`src/rtl/lsm_pkg.sv`:
```
package lsm_pkg;

    localparam int CHAR_W = 8;

    // training pattern: comma control character, then a fixed data character
    localparam logic [CHAR_W-1:0] TRAIN_COMMA = 8'hBC;
    localparam logic [CHAR_W-1:0] TRAIN_FILL  = 8'h4A;

    typedef enum logic [1:0] {
        ST_WAIT = 2'd0,
        ST_HUNT = 2'd1,
        ST_UP   = 2'd2
    } lsm_state_e;

    typedef struct packed {
        lsm_state_e st;
        logic       up;
        logic       lost;
    } lsm_fsm_s;

    typedef struct packed {
        logic              ctrl;
        logic [CHAR_W-1:0] chr;
    } tx_sym_s;

endpackage

```
`src/rtl/lsm_run_counter.sv`:
```
// Counts a run of qualifying events; flags when the next step completes the run.
module lsm_run_counter #(
    parameter int LIMIT = 64,
    localparam int CW   = $clog2(LIMIT + 1)
) (
    input  logic clk,
    input  logic rst,
    input  logic clr,
    input  logic step,
    output logic last
);

    logic [CW-1:0] cnt_d, cnt_q;

    always_comb begin
        cnt_d = cnt_q;
        if (clr) begin
            cnt_d = '0;
        end else if (step) begin
            cnt_d = cnt_q + CW'(1);
        end
    end

    always_ff @(posedge clk) begin
        if (rst) begin
            cnt_q <= '0;
        end else begin
            cnt_q <= cnt_d;
        end
    end

    assign last = (cnt_q == CW'(LIMIT - 1));

endmodule

```
`src/rtl/lsm_err_tally.sv`:
```
// Saturating counter of erroneous received characters.
module lsm_err_tally #(
    parameter int ERR_W = 16
) (
    input  logic             clk,
    input  logic             rst,
    input  logic             inc,
    output logic [ERR_W-1:0] count
);

    logic [ERR_W-1:0] tally_d, tally_q;

    always_comb begin
        tally_d = tally_q;
        if (inc && (tally_q != {ERR_W{1'b1}})) begin
            tally_d = tally_q + ERR_W'(1);
        end
    end

    always_ff @(posedge clk) begin
        if (rst) begin
            tally_q <= '0;
        end else begin
            tally_q <= tally_d;
        end
    end

    assign count = tally_q;

endmodule

```
`src/rtl/lsm_train_gen.sv`:
```
// Transmit selector: training pattern while forced, host traffic otherwise.
module lsm_train_gen
    import lsm_pkg::*;
(
    input  logic              clk,
    input  logic              rst,
    input  logic              force_train,
    input  logic [CHAR_W-1:0] char_in,
    input  logic              ctrl_in,
    output logic [CHAR_W-1:0] char_out,
    output logic              ctrl_out
);

    typedef struct packed {
        tx_sym_s sym;
        logic    phase;
    } gen_s;

    gen_s gen_d, gen_q;

    always_comb begin
        gen_d = gen_q;
        if (force_train) begin
            if (gen_q.phase) begin
                gen_d.sym.ctrl = 1'b0;
                gen_d.sym.chr  = TRAIN_FILL;
            end else begin
                gen_d.sym.ctrl = 1'b1;
                gen_d.sym.chr  = TRAIN_COMMA;
            end
            gen_d.phase = ~gen_q.phase;
        end else begin
            gen_d.sym.ctrl = ctrl_in;
            gen_d.sym.chr  = char_in;
            gen_d.phase    = 1'b0;
        end
    end

    always_ff @(posedge clk) begin
        if (rst) begin
            gen_q <= '0;
        end else begin
            gen_q <= gen_d;
        end
    end

    assign char_out = gen_q.sym.chr;
    assign ctrl_out = gen_q.sym.ctrl;

endmodule

```
`src/rtl/selfsync_lsm.sv`:
```
module selfsync_lsm
    import lsm_pkg::*;
#(
    parameter int GOOD_RUN = 64,
    parameter int BAD_RUN  = 4,
    parameter int ERR_W    = 16
) (
    input  logic              clk,
    input  logic              rst,
    input  logic              xcvr_ready,
    input  logic              rx_valid,
    input  logic              rx_code_err,
    input  logic              force_train,
    input  logic [CHAR_W-1:0] tx_char_in,
    input  logic              tx_ctrl_in,
    output logic              link_up,
    output logic              link_lost,
    output logic [ERR_W-1:0]  err_count,
    output logic [CHAR_W-1:0] tx_char_out,
    output logic              tx_ctrl_out
);

    lsm_fsm_s fsm_d, fsm_q;

    logic hold;
    logic clean_chr, bad_chr;
    logic good_step, good_clr, good_last;
    logic bad_step, bad_clr, bad_last;
    logic tally_inc;

    // anything that returns the machine to waiting
    assign hold      = rst || !xcvr_ready;
    assign clean_chr = rx_valid && !rx_code_err;
    assign bad_chr   = rx_valid && rx_code_err;

    assign good_step = (fsm_q.st == ST_HUNT) && clean_chr;
    assign good_clr  = (fsm_q.st != ST_HUNT) || bad_chr || (good_step && good_last);
    assign bad_step  = (fsm_q.st == ST_UP) && bad_chr;
    assign bad_clr   = (fsm_q.st != ST_UP) || clean_chr || (bad_step && bad_last);
    assign tally_inc = (fsm_q.st != ST_WAIT) && bad_chr;

    lsm_run_counter #(.LIMIT(GOOD_RUN)) u_good_run (
        .clk  (clk),
        .rst  (hold),
        .clr  (good_clr),
        .step (good_step),
        .last (good_last)
    );

    lsm_run_counter #(.LIMIT(BAD_RUN)) u_bad_run (
        .clk  (clk),
        .rst  (hold),
        .clr  (bad_clr),
        .step (bad_step),
        .last (bad_last)
    );

    lsm_err_tally #(.ERR_W(ERR_W)) u_tally (
        .clk   (clk),
        .rst   (hold),
        .inc   (tally_inc),
        .count (err_count)
    );

    lsm_train_gen u_train (
        .clk         (clk),
        .rst         (rst),
        .force_train (force_train),
        .char_in     (tx_char_in),
        .ctrl_in     (tx_ctrl_in),
        .char_out    (tx_char_out),
        .ctrl_out    (tx_ctrl_out)
    );

    always_comb begin
        fsm_d      = fsm_q;
        fsm_d.lost = 1'b0;
        unique case (fsm_q.st)
            ST_WAIT: begin
                fsm_d.st = ST_HUNT;
            end
            ST_HUNT: begin
                if (good_step && good_last) begin
                    fsm_d.st = ST_UP;
                end
            end
            ST_UP: begin
                if (bad_step && bad_last) begin
                    fsm_d.st   = ST_HUNT;
                    fsm_d.lost = 1'b1;
                end
            end
            default: begin
                fsm_d.st = ST_WAIT;
            end
        endcase
        if (!xcvr_ready) begin
            fsm_d.st   = ST_WAIT;
            fsm_d.lost = 1'b0;
        end
        fsm_d.up = (fsm_d.st == ST_UP);
    end

    always_ff @(posedge clk) begin
        if (rst) begin
            fsm_q <= '{st: ST_WAIT, up: 1'b0, lost: 1'b0};
        end else begin
            fsm_q <= fsm_d;
        end
    end

    assign link_up   = fsm_q.up;
    assign link_lost = fsm_q.lost;

endmodule

```
`config.mk`:
```
export PLATFORM = sky130hd
export DESIGN_NAME = selfsync_lsm
export DESIGN_NICKNAME = d
export VERILOG_FILES = /design/src/rtl/lsm_pkg.sv /design/src/rtl/lsm_run_counter.sv /design/src/rtl/lsm_err_tally.sv /design/src/rtl/lsm_train_gen.sv /design/src/rtl/selfsync_lsm.sv
export SDC_FILE = /design/constraint.sdc
export NUM_CORES = 1
export LEC_CHECK = 0
export ABC_CLOCK_PERIOD_IN_PS = 1810
export BUFFER_PORTS_ARGS = -buffer_cell sky130_fd_sc_hd__buf_2
export CORE_AREA = 2 2 45 89
export DETAILED_ROUTE_END_ITERATION = 8
export DIE_AREA = 0 0 47 91
export PLACE_DENSITY = 0.78
export REMOVE_ABC_BUFFERS = 1
export SLEW_MARGIN = 30
export SYNTH_ARGS = -nofsm -noshare
export SYNTH_HDL_FRONTEND = slang
export SYNTH_SLANG_ARGS = --single-unit
```
`constraint.sdc`:
```
create_clock -name clk -period 1.81 [get_ports clk]
set_input_delay 0.4525 -clock clk [delete_from_list [all_inputs] [get_ports clk]]
set_output_delay 0.4525 -clock clk [all_outputs]
set_load 0.02 [all_outputs]
```
# Word-level counts from Yosys, hierarchy flattened
# Cells that the tools add are included.
word_totals:
  input_bits: 15
  out_inout_bits: 27
  wordCells: 52
  ff_bits: 40
op_classes:
  bitwise_logic: 4
  reduce_logical: 21
  muxes: 7
  add_sub_neg: 3
  n_eq_ne: 8
ops:
  columns: ["op", "n"]
  rows:
  - ["$add A16 B1 Y16 const B", 1]
  - ["$ne A16 B16 Y1 const B", 1]
  - ["$mux W10", 1]
  - ["$mux W9", 1]
  - ["$logic_and A1 B1 Y1", 8]
  - ["$add A7 B1 Y7 const B", 1]
  - ["$eq A7 B6 Y1 const B", 1]
  - ["$mux W2", 3]
  - ["$pmux W2 S3", 1]
  - ["$reduce_or A2 Y1", 3]
  - ["$logic_or A1 B1 Y1", 5]
  - ["$eq A2 B2 Y1 const B", 2]
  - ["$not A1 Y1", 4]
  - ["$add A3 B1 Y3 const B", 1]
  - ["$eq A3 B2 Y1 const B", 1]
  - ["$reduce_or A3 Y1", 1]
  - ["$eq A2 B1 Y1 const B", 1]
  - ["$logic_not A1 Y1", 2]
  - ["$logic_not A2 Y1", 1]
  - ["$ne A2 B1 Y1 const B", 1]
  - ["$ne A2 B2 Y1 const B", 1]
  - ["$reduce_bool A2 Y1", 1]
  - ["$mux W1", 1]

# Depth between registers and ports, before layout
# Gate-level depths: netlist of the first run.
logic_depth:
  ltp_word: 8
  mapped_depth: 6

# Modules after synthesis
# Synthesis of the first run repeated with hierarchy kept, for this count alone.
hier_totals:
  cells_unflattened: 210
  area_unflattened_um2: 1899.3
modules_own_cells:
  columns: ["module", "area_per_inst_um2", "seq_area_each_um2", "cells_each", "instances"]
  rows:
  - ["lsm_err_tally", 848.3, 320.3, 99, 1]
  - ["lsm_train_gen", 386.6, 200.2, 40, 1]
  - ["lsm_run_counter (u_good_run)", 304.0, 140.1, 34, 1]
  - ["selfsync_lsm", 214.0, 80.1, 25, 1]
  - ["lsm_run_counter (u_bad_run)", 146.4, 60.1, 12, 1]

# Worst setup path after synthesis of the first run
# OpenSTA, ideal clock, no wires.
synth_path:
  kind: "flip-flop to flip-flop"
  start: "reg u_tally.tally_q[0] (netlist: u_tally.count[0])"
  end: "reg u_tally.tally_q[6] (netlist: u_tally.count[6])"
  path_buffers: 0
  required_ps: 1740
  t_arrival_ps: 1672
  path_stages_with_launch: 6
  setup_ps: 70
  slack_ps: 68
  period_less_slack_ps: 1742
  cell_sequence: "dfxtp_1 ha_1 nand3_1 or2_4 or4_1 a21oi_1"
synth_between:
  elab_chain_len: 2
  elab_cells_between_ends: 3
  cone_classes: "1 x add/sub; 1 x eq/ne; 1 x reduce/logical"
synth_lines:
  columns: ["element", "line_no", "rtl"]
  rows:
  - ["start, declared", "lsm_err_tally.sv:11", "logic [ERR_W-1:0] tally_d, tally_q;"]
  - ["start signal, assigned", "lsm_err_tally.sv:24", "tally_q <= tally_d;"]
  - ["parallel branches: the longest is 2 deep, another holds $add A16 B1 Y16", null, null]
# Several ways; the timed one is not identified.
# A chain may end at the register's enable or synchronous reset.

# Worst setup path after layout of the first run
# Same ends and word-level chain as after synthesis.

==> results of run 1 <==
synth_stat cells (all sizes together), types with 2 or more instances:
cell type / n / area share
inv: 3 / 0.0061
dfxtp: 40 / 0.43
nor3: 2 / 0.0054
ha: 4 / 0.027
o31ai: 7 / 0.028
xnor2: 3 / 0.014
o211a: 2 / 0.015
nand3: 6 / 0.016
a211oi: 2 / 0.0081
o211ai: 3 / 0.020
xor2: 3 / 0.014
nor4: 2 / 0.015
a31oi: 2 / 0.0067
mux2i: 2 / 0.011
or2: 2 / 0.0081
a21oi: 16 / 0.043
nand2: 17 / 0.034
o21ai: 7 / 0.019
nor2: 15 / 0.030
or3: 3 / 0.011
and3: 5 / 0.018
or4: 7 / 0.028
and4: 4 / 0.020
clkbuf: 4 / 0.0081
nand4: 8 / 0.030
buf: 10 / 0.039
nand2b: 9 / 0.034
and4bb: 2 / 0.013
logic make-up after synthesis:
kind of cell,count (synthesis),synth area share
multiplexers,2,0.01080
AND/OR/NAND/NOR,87,0.2854
buffers and inverters,18,0.05802
XOR/XNOR,6,0.02835
adder cells (fa/ha/maj),4,0.02699
AO/OA/AOI/OAI,43,0.1586
flip-flops,40,0.4318
per-layer routing:
layer | share of wire | GRT usage | vias to the layer above
li1 | - | - | 815
met1 | 0.36 | 0.2078 | 777
met2 | 0.57 | 0.3847 | 46
met3 | 0.044 | 0.05368 | 6
met4 | 0.019 | 0.08333 | 0
met5 | 0 | 0 | -
stage by stage:
stage	setup slack [ns]	cell area (um2)	total power [mW]
2_1_floorplan	0.06844	1758	0.9718
3_3_place_gp	0.1305	2107	1.024
3_5_place_dp	0.1112	2107	1.025
4_1_cts	0.1392	2195	1.603
5_1_grt	0.01232	2201	1.647
6_report	0.1536	2201	1.584
power by group:
group,internal [mW],switching [mW]
Clock,0.268,0.311
Combinational,0.0425,0.0617
Sequential,0.895,0.00580
Total,1.21,0.379
timing repair:
action | CTS | global route
endpoints found under the hold margin | 0 | 0
endpoints found under the setup margin | 0 | 1
hold buffers | 0 | 0
resized for setup | 0 | 1
worst max-delay path, cell delays in order (launching register included):
cell     delay (ns)
dfxtp_1        0.34
ha_1           0.23
nand3_1        0.15
or2_4          0.27
or4_1          0.46
a21oi_1        0.15
cell type report:
type | count | area, um2 | share of cell area
clock buffer | 5 | 68.82 | 0.03127
inverter | 3 | 11.26 | 0.005117
clock inverter | 3 | 18.77 | 0.008528
sequential | 40 | 800.8 | 0.3638
tap | 49 | 61.31 | 0.02786
timing repair buffer | 52 | 287.8 | 0.1308
multi-input combinational | 142 | 952.2 | 0.4326
state kept, by name (all words and copies together), names as in the netlist:
signal / cells
link_lost: 1
fsm_q: 2
u_train.char_out: 8
u_train.ctrl_out: 1
link_up: 1
u_tally.count: 16
u_train.gen_q: 1
u_bad_run.cnt_q: 3
u_good_run.cnt_q: 7
how the worst max path moves through the flow:
| stage | startpoint | end | slack (ns) | cells after the start |
|---|---|---|---|---|
| floorplan | u_tally.count[0]$_SDFFE_PP0P_ | u_tally.count[6]$_SDFFE_PP0P_ | 0.07 | 5 |
| global placement | rx_valid | u_tally.count[14]$_SDFFE_PP0P_ | 0.13 | 6 |
| detailed placement | rx_code_err | u_good_run.cnt_q[0]$_SDFFE_PP0P_ | 0.11 | 5 |
| CTS | u_tally.count[4]$_SDFFE_PP0P_ | u_tally.count[14]$_SDFFE_PP0P_ | 0.14 | 5 |
| global route | u_tally.count[4]$_SDFFE_PP0P_ | u_tally.count[14]$_SDFFE_PP0P_ | 0.01 | 5 |
| finish | u_tally.count[0]$_SDFFE_PP0P_ | u_tally.count[6]$_SDFFE_PP0P_ | 0.15 | 5 |
==> impl_metrics.env, run 1 <==
export IMPL_outcome="finished clean"
export IMPL_io_pins=42
export IMPL_final_cell_mix="buf_2, dfxtp_1, nand2_1, a21oi_1, nor2_1"
export IMPL_avgSynthCellArea_um2=9.271
export IMPL_cts_root_buffer="clkbuf_8"
export IMPL_fin_worst_skew_ns=0.009465
export IMPL_start_util=0.5196
export IMPL_portBuffers=41
export IMPL_n_antenna_cell=0
export IMPL_final_common_cell="buf_2"
export IMPL_cts_tree="done"
export IMPL_maxSlewHeadroom=0.7351
export IMPL_synth_edff_count=0
export IMPL_vdd_drop_max_mv=0.6485
export IMPL_syn_area_um2=1854
export IMPL_wirelength_mm=3.899
export IMPL_stdcell_count=294
export IMPL_synth_cells=200
export IMPL_num_vias=1644
export IMPL_endpoint_kind="register"
export IMPL_final_hold_violation_count=0
export IMPL_ys_seq_elements=40
export IMPL_grt_start_max_net_pins=14
export IMPL_synth_top_flop_cell="dfxtp_1"
export IMPL_utilization=0.6168
export IMPL_syn2layout_area_growth_pct=18.69
export IMPL_clock_latency_ns=0.30
export IMPL_cts_setup_buffers=0
export IMPL_setup_viol=0
export IMPL_rsz0062_at_grt="no"
export IMPL_grt_usage=0.2116
export IMPL_layout_drive_gt1_share=0.3020
export IMPL_dieHeight_um=91
export IMPL_startpoint_type="register"
export IMPL_max_freq_ghz=0.6037
export IMPL_antenna_found_initial=0
export IMPL_period_share=0.9151
export IMPL_routed_via_density=5.592
export IMPL_rows=31
export IMPL_cts_htree_levels=2
export IMPL_crit_arrival_ns=1.89
export IMPL_power_per_cell_area_nw_per_um2=719.9
export IMPL_min_to="u_train.char_out[3]$_SDFF_PP0_"
export IMPL_cp_max_fo=4
export IMPL_r2r_setup_slack_ns=0.15
export IMPL_worstPathRequired_ns=2.04
export IMPL_drv_cap=0
export IMPL_first_pass_iters=4
export IMPL_dieArea_um2=4277
export IMPL_r2r_end="u_tally.count[6]$_SDFFE_PP0P_"
export IMPL_yosys_warnings=0
export IMPL_setup_tns_ns=0
export IMPL_drv_slew=0
export IMPL_placedCellCount=286
export IMPL_r2r_cells=5
export IMPL_min_path_type="input pin to register"
export IMPL_hold_depth=3
export IMPL_grt_pass1_wl_mm=6.824
export IMPL_final_nets=263
export IMPL_die_w_um=47
export IMPL_leakagePower_nw=0.9092
export IMPL_ys_seq_area_frac=0.4318
export IMPL_grt_pass1_vias=1707
export IMPL_worst_slew_pin_slew_ns=0.3874
export IMPL_post_route_drc_count=0
export IMPL_cts_buffers=5
export IMPL_hold_path_startpoint="tx_char_in[3]"
export IMPL_hold_ws_ns=0.3820
export IMPL_grt_ovfl_total=0
export IMPL_async_flop_share=0
export IMPL_clk_pin_slew_ns=0.08
export IMPL_routedWlPerCell_um=13.26
export IMPL_clockBufferDepth=2
export IMPL_regToRegStartpoint="u_tally.count[0]$_SDFFE_PP0P_"
export IMPL_path_class="register to register"
export IMPL_yosys_cell_types_count=49
export IMPL_fillers=350
export IMPL_gp_congestion=0.7881
export IMPL_antenna_left=0
export IMPL_core_area_um2=3568
export IMPL_timing_final_crit_period_ns=1.656
export IMPL_dp_hpwl_mm=3.006
export IMPL_drt_initial_drc_count=20
export IMPL_cts_sinks=40
Note: power is estimated with default switching activity, not from simulation.
==> inputs of run 2 (changes only) <==
--- a/config.mk
+++ b/config.mk
@@ -7,10 +7,11 @@
 export LEC_CHECK = 0
 export ABC_CLOCK_PERIOD_IN_PS = 1810
 export BUFFER_PORTS_ARGS = -buffer_cell sky130_fd_sc_hd__buf_2
-export CORE_AREA = 2 2 45 89
+export CORE_AREA = 2 2 45 88
+export CTS_BUF_LIST = sky130_fd_sc_hd__clkbuf_4 sky130_fd_sc_hd__clkbuf_8
 export DETAILED_ROUTE_END_ITERATION = 8
-export DIE_AREA = 0 0 47 91
-export PLACE_DENSITY = 0.78
+export DIE_AREA = 0 0 47 90
+export PLACE_DENSITY = 0.79
 export REMOVE_ABC_BUFFERS = 1
 export SLEW_MARGIN = 30
 export SYNTH_ARGS = -nofsm -noshare
==> impl_metrics.env, run 2 (synthesized netlist as in run 1, its figures left out) <==
export IMPL_portBuffers=41
export IMPL_ctsHoldBuffers=0
export IMPL_grt_usage=0.2055
export IMPL_largest_register_ffs=16
export IMPL_grt_start_max_net_pins=16
export IMPL_power_per_cell_area_nw_per_um2=738.5
export IMPL_rows=31
export IMPL_cts_setup_buffers=0
export IMPL_max_freq_ghz=0.6030
export IMPL_cp_max_fo=6
export IMPL_vdd_drop_max_mv=0.7792
export IMPL_rsz0062_at_grt="no"
export IMPL_dieArea_um2=4230
export IMPL_worstPathRequired_ns=2.04
export IMPL_placedCellCount=287
export IMPL_start_util=0.5196
export IMPL_core_area_um2=3568
export IMPL_post_route_drc_count=0
export IMPL_final_hold_violation_count=0
export IMPL_final_cell_mix="buf_2, dfxtp_1, nand2_1, a21oi_1, nor2_1"
export IMPL_power_mw=1.635
export IMPL_cts_resized=0
export IMPL_grt_pass1_vias=1608
export IMPL_cts_htree_levels=2
export IMPL_startpoint_type="register"
export IMPL_clk_pin_slew_ns=0.08
export IMPL_hold_ws_ns=0.3632
export IMPL_cts_tree="done"
export IMPL_wirelength_mm=3.939
export IMPL_cts_sinks=40
export IMPL_timing_final_crit_period_ns=1.658
export IMPL_min_path_type="input pin to register"
export IMPL_fillers=337
export IMPL_cts_buffers=5
export IMPL_setup_tns_ns=0
export IMPL_antenna_found_initial=0
export IMPL_worst_slew_pin_slew_ns=0.4067
export IMPL_syn2layout_area_growth_pct=19.37
export IMPL_final_common_cell="buf_2"
export IMPL_grt_pass1_wl_mm=6.561
export IMPL_leakagePower_nw=0.9148
export IMPL_io_pins=42
export IMPL_utilization=0.6203
export IMPL_drv_cap=0
export IMPL_dieHeight_um=90
export IMPL_drt_initial_drc_count=36
export IMPL_routedWlPerCell_um=13.35
export IMPL_endpoint_kind="register"
export IMPL_setup_viol=0
export IMPL_final_nets=264
export IMPL_gp_congestion=0.8623
export IMPL_layout_drive_gt1_share=0.3049
export IMPL_outcome="finished clean"
export IMPL_period_share=0.9163
export IMPL_dp_hpwl_mm=3.037
export IMPL_cts_root_buffer="clkbuf_8"
export IMPL_crit_arrival_ns=1.89
export IMPL_fin_worst_skew_ns=0.006327
export IMPL_maxSlewHeadroom=0.7219
export IMPL_die_w_um=47
export IMPL_clockBufferDepth=2
export IMPL_routed_via_density=5.461
export IMPL_n_antenna_cell=0
export IMPL_grt_ovfl_total=0
export IMPL_drv_slew=0
export IMPL_num_vias=1611
export IMPL_clock_latency_ns=0.29
export IMPL_antenna_left=0
export IMPL_first_pass_iters=4
export IMPL_path_class="register to register"
export IMPL_stdcell_count=295
[run 2: layer usage]
metal,vias to the layer above,GRT usage,share of wire
li1,818,-,-
met1,746,0.2200,0.39
met2,41,0.3562,0.55
met3,6,0.04618,0.038
met4,0,0.08796,0.016
met5,-,0,0
[run 2: final cells by class]
type / count / area, um2 / area share
clock buffer: 7 / 90.09 / 0.04070
inverter: 3 / 11.26 / 0.005088
tap: 49 / 61.31 / 0.02770
multi-input combinational: 142 / 945.9 / 0.4274
clock inverter: 1 / 7.507 / 0.003392
timing repair buffer: 53 / 295.3 / 0.1334
sequential: 40 / 802.0 / 0.3624
[run 2: path summary, 6_finish.rpt]
kind | startpoint | to | slack, ns | cells after the start
worst min-delay path | tx_char_in[3] | u_train.char_out[3]$_SDFF_PP0_ | 0.36 | 3
worst max register to register | u_tally.count[0]$_SDFFE_PP0P_ | u_tally.count[6]$_SDFFE_PP0P_ | 0.15 | 5
worst min register to register | u_good_run.cnt_q[6]$_SDFFE_PP0P_ | u_good_run.cnt_q[6]$_SDFFE_PP0P_ | 0.45 | 1
worst max-delay path | u_tally.count[0]$_SDFFE_PP0P_ | u_tally.count[6]$_SDFFE_PP0P_ | 0.15 | 5
[run 2: worst max-delay path, cell delays in order, from the launching register on]
cell and delay, ns:
dfxtp_2 0.37, ha_1 0.23, nand3_1 0.13, or2_4 0.26, or4_1 0.46, a21oi_1 0.14
[run 2: power breakdown]
group	internal, mW	total [mW]	leakage [nW]	switching, mW
sequential	0.895	0.901	0.325	0.00591
combinational	0.0434	0.105	0.541	0.0612
clock	0.325	0.629	0.0479	0.305
total	1.26	1.63	0.915	0.372
[run 2: metrics by stage]
step | instance area (um2) | setup slack (ns)
floorplan | 1758 | 0.06844
global placement | 2115 | 0.1419
detailed placement | 2115 | 0.08392
CTS | 2212 | 0.09438
global route | 2213 | 0.008499
finish | 2213 | 0.1516
==> inputs of run 3 (changes only) <==
--- a/config.mk
+++ b/config.mk
@@ -6,13 +6,12 @@
 export NUM_CORES = 1
 export LEC_CHECK = 0
 export ABC_CLOCK_PERIOD_IN_PS = 1810
-export BUFFER_PORTS_ARGS = -buffer_cell sky130_fd_sc_hd__buf_2
 export CORE_AREA = 2 2 45 88
 export CTS_BUF_LIST = sky130_fd_sc_hd__clkbuf_4 sky130_fd_sc_hd__clkbuf_8
 export DETAILED_ROUTE_END_ITERATION = 8
 export DIE_AREA = 0 0 47 90
-export PLACE_DENSITY = 0.79
-export REMOVE_ABC_BUFFERS = 1
+export DONT_BUFFER_PORTS = 1
+export PLACE_DENSITY = 0.69
 export SLEW_MARGIN = 30
 export SYNTH_ARGS = -nofsm -noshare
 export SYNTH_HDL_FRONTEND = slang
==> impl_metrics.env, run 3 (synthesized netlist as in run 1, its figures left out) <==
export IMPL_highest_layer="met4"
export IMPL_placed_cell_area_um2=1992
export IMPL_maxSlewHeadroom=0.6745
export IMPL_path_class="register to register"
export IMPL_crit_arrival_ns=1.91
export IMPL_grt_pass1_vias=1516
export IMPL_final_hold_violation_count=0
export IMPL_dieHeight_um=90
export IMPL_wirelength_mm=4.045
export IMPL_fin_area_um2=2117
export IMPL_post_route_drc_count=0
export IMPL_utilization=0.5933
export IMPL_core_area_um2=3568
export IMPL_start_util=0.5196
export IMPL_period_share=0.9283
export IMPL_cts_htree_levels=2
export IMPL_power_per_cell_area_nw_per_um2=804.7
export IMPL_power_mw=1.704
export IMPL_largest_register_ffs=16
export IMPL_timing_final_crit_period_ns=1.680
export IMPL_setup_viol=0
export IMPL_num_vias=1555
export IMPL_syn2layout_area_growth_pct=14.17
export IMPL_hold_depth=1
export IMPL_first_pass_iters=4
export IMPL_route_met3_wl_um=126
export IMPL_r2r_end="u_tally.count[6]$_SDFFE_PP0P_"
export IMPL_clk_pin_slew_ns=0.08
export IMPL_dieArea_um2=4230
export IMPL_antenna_left=0
export IMPL_outcome="finished clean"
export IMPL_r2r_cells=5
export IMPL_die_w_um=47
export IMPL_rsz0062_at_grt="no"
export IMPL_grt_pass1_wl_mm=6.630
export IMPL_cts_tree="done"
export IMPL_fillers=333
export IMPL_portBuffers=0
export IMPL_endpoint_kind="register"
export IMPL_vdd_drop_max_mv=0.7752
export IMPL_fin_worst_skew_ns=0.003711
export IMPL_setup_tns_ns=0
export IMPL_place_ws_ns=0.08106
export IMPL_wirelength_met1_mm=1.368
export IMPL_cp_max_fo=4
export IMPL_routed_via_density=5.868
export IMPL_regToRegStartpoint="u_tally.count[0]$_SDFFE_PP0P_"
export IMPL_leakagePower_nw=0.7840
export IMPL_clock_latency_ns=0.29
export IMPL_final_cell_mix="dfxtp_1, buf_4, nand2_1, a21oi_1, nor2_1"
export IMPL_gp_congestion=0.7741
export IMPL_worst_slew_pin_slew_ns=0.4759
export IMPL_drv_cap=0
export IMPL_min_to="u_train.char_out[5]$_SDFF_PP0_"
export IMPL_worstPathRequired_ns=2.03
export IMPL_seq_area_um2=800.8
export IMPL_cts_sinks=40
export IMPL_dp_hpwl_mm=3.080
export IMPL_startpoint_type="register"
export IMPL_rows=31
export IMPL_grt_usage=0.2101
export IMPL_multiInputGateArea_um2=955.9
export IMPL_grt_start_max_net_pins=16
export IMPL_r2r_setup_slack_ns=0.13
export IMPL_clockBufferDepth=2
export IMPL_wl_met2_mm=2.426
export IMPL_final_common_cell="dfxtp_1"
export IMPL_cts_buffers=5
export IMPL_final_nets=234
export IMPL_antenna_found_initial=0
export IMPL_placedCellCount=257
export IMPL_ctsHoldBuffers=0
export IMPL_io_pins=42
export IMPL_stdcell_count=265
export IMPL_drt_initial_drc_count=30
export IMPL_hold_ws_ns=0.2221
export IMPL_max_freq_ghz=0.5951
export IMPL_routedWlPerCell_um=15.26
export IMPL_n_antenna_cell=0
export IMPL_cts_root_buffer="clkbuf_8"
export IMPL_drv_slew=0
export IMPL_grt_ovfl_total=0
export IMPL_hold_path_startpoint="rst"
export IMPL_fin_ws_ns=0.1297
export IMPL_min_path_type="input pin to register"
export IMPL_syn_num_nets=219
export IMPL_layout_drive_gt1_share=0.2130
-- run 3: changes by cell type in the layout (fill, tap and decap cells not counted) --
cell,before,now
o21ai_2,0,1
dfxtp_1,39,40
dfxtp_2,1,0
buf_2,41,0
inv_6,0,1
o21ai_1,2,1
nor4_2,0,1
buf_4,12,23
bufinv_16,0,1
nor4_1,1,0
clkbuf_8,6,5
clkbuf_4,1,0
-- run 3: per-layer routing --
layer	up-vias	global-route usage
li1	756	-
met1	754	0.1987
met2	35	0.3790
met3	10	0.04819
met4	0	0.1065
met5	-	0
-- run 3: worst max-delay path: stages, from the launching register on --
cell and delay [ns]:
dfxtp_1 0.34, ha_1 0.21, nand3_1 0.16, or2_4 0.28, or4_1 0.48, a21oi_1 0.15
-- run 3: worst max-delay path by stage --
stage / start / to / slack (ns)
6_report: u_tally.count[0]$_SDFFE_PP0P_ / u_tally.count[6]$_SDFFE_PP0P_ / 0.13
5_1_grt: u_tally.count[0]$_SDFFE_PP0P_ / u_tally.count[6]$_SDFFE_PP0P_ / 0.06
4_1_cts: u_tally.count[8]$_SDFFE_PP0P_ / u_tally.count[14]$_SDFFE_PP0P_ / 0.08
3_5_place_dp: u_tally.count[8]$_SDFFE_PP0P_ / u_tally.count[14]$_SDFFE_PP0P_ / 0.08
3_3_place_gp: u_tally.count[8]$_SDFFE_PP0P_ / u_tally.count[14]$_SDFFE_PP0P_ / 0.13
2_1_floorplan: u_tally.count[0]$_SDFFE_PP0P_ / u_tally.count[6]$_SDFFE_PP0P_ / 0.07
-- run 3: power breakdown --
part | leakage, nW | total [mW] | switching, mW | internal [mW]
clock network | 0.0548 | 0.737 | 0.322 | 0.415
registers | 0.325 | 0.919 | 0.0237 | 0.895
logic | 0.404 | 0.0476 | 0.0257 | 0.0219
-- run 3: layout make-up --
cell class,instances,area share
well taps,49,0.02896
clock inverters,3,0.02187
repair buffers,23,0.08156
flip-flops and latches,40,0.3783
clock buffers,5,0.03251
multi-input cells,142,0.4515
inverters,3,0.005319
-- run 3: repair_timing --
action	CTS	global route
buffers inserted	0	0
gates resized for setup	0	2
setup endpoints to repair	0	4
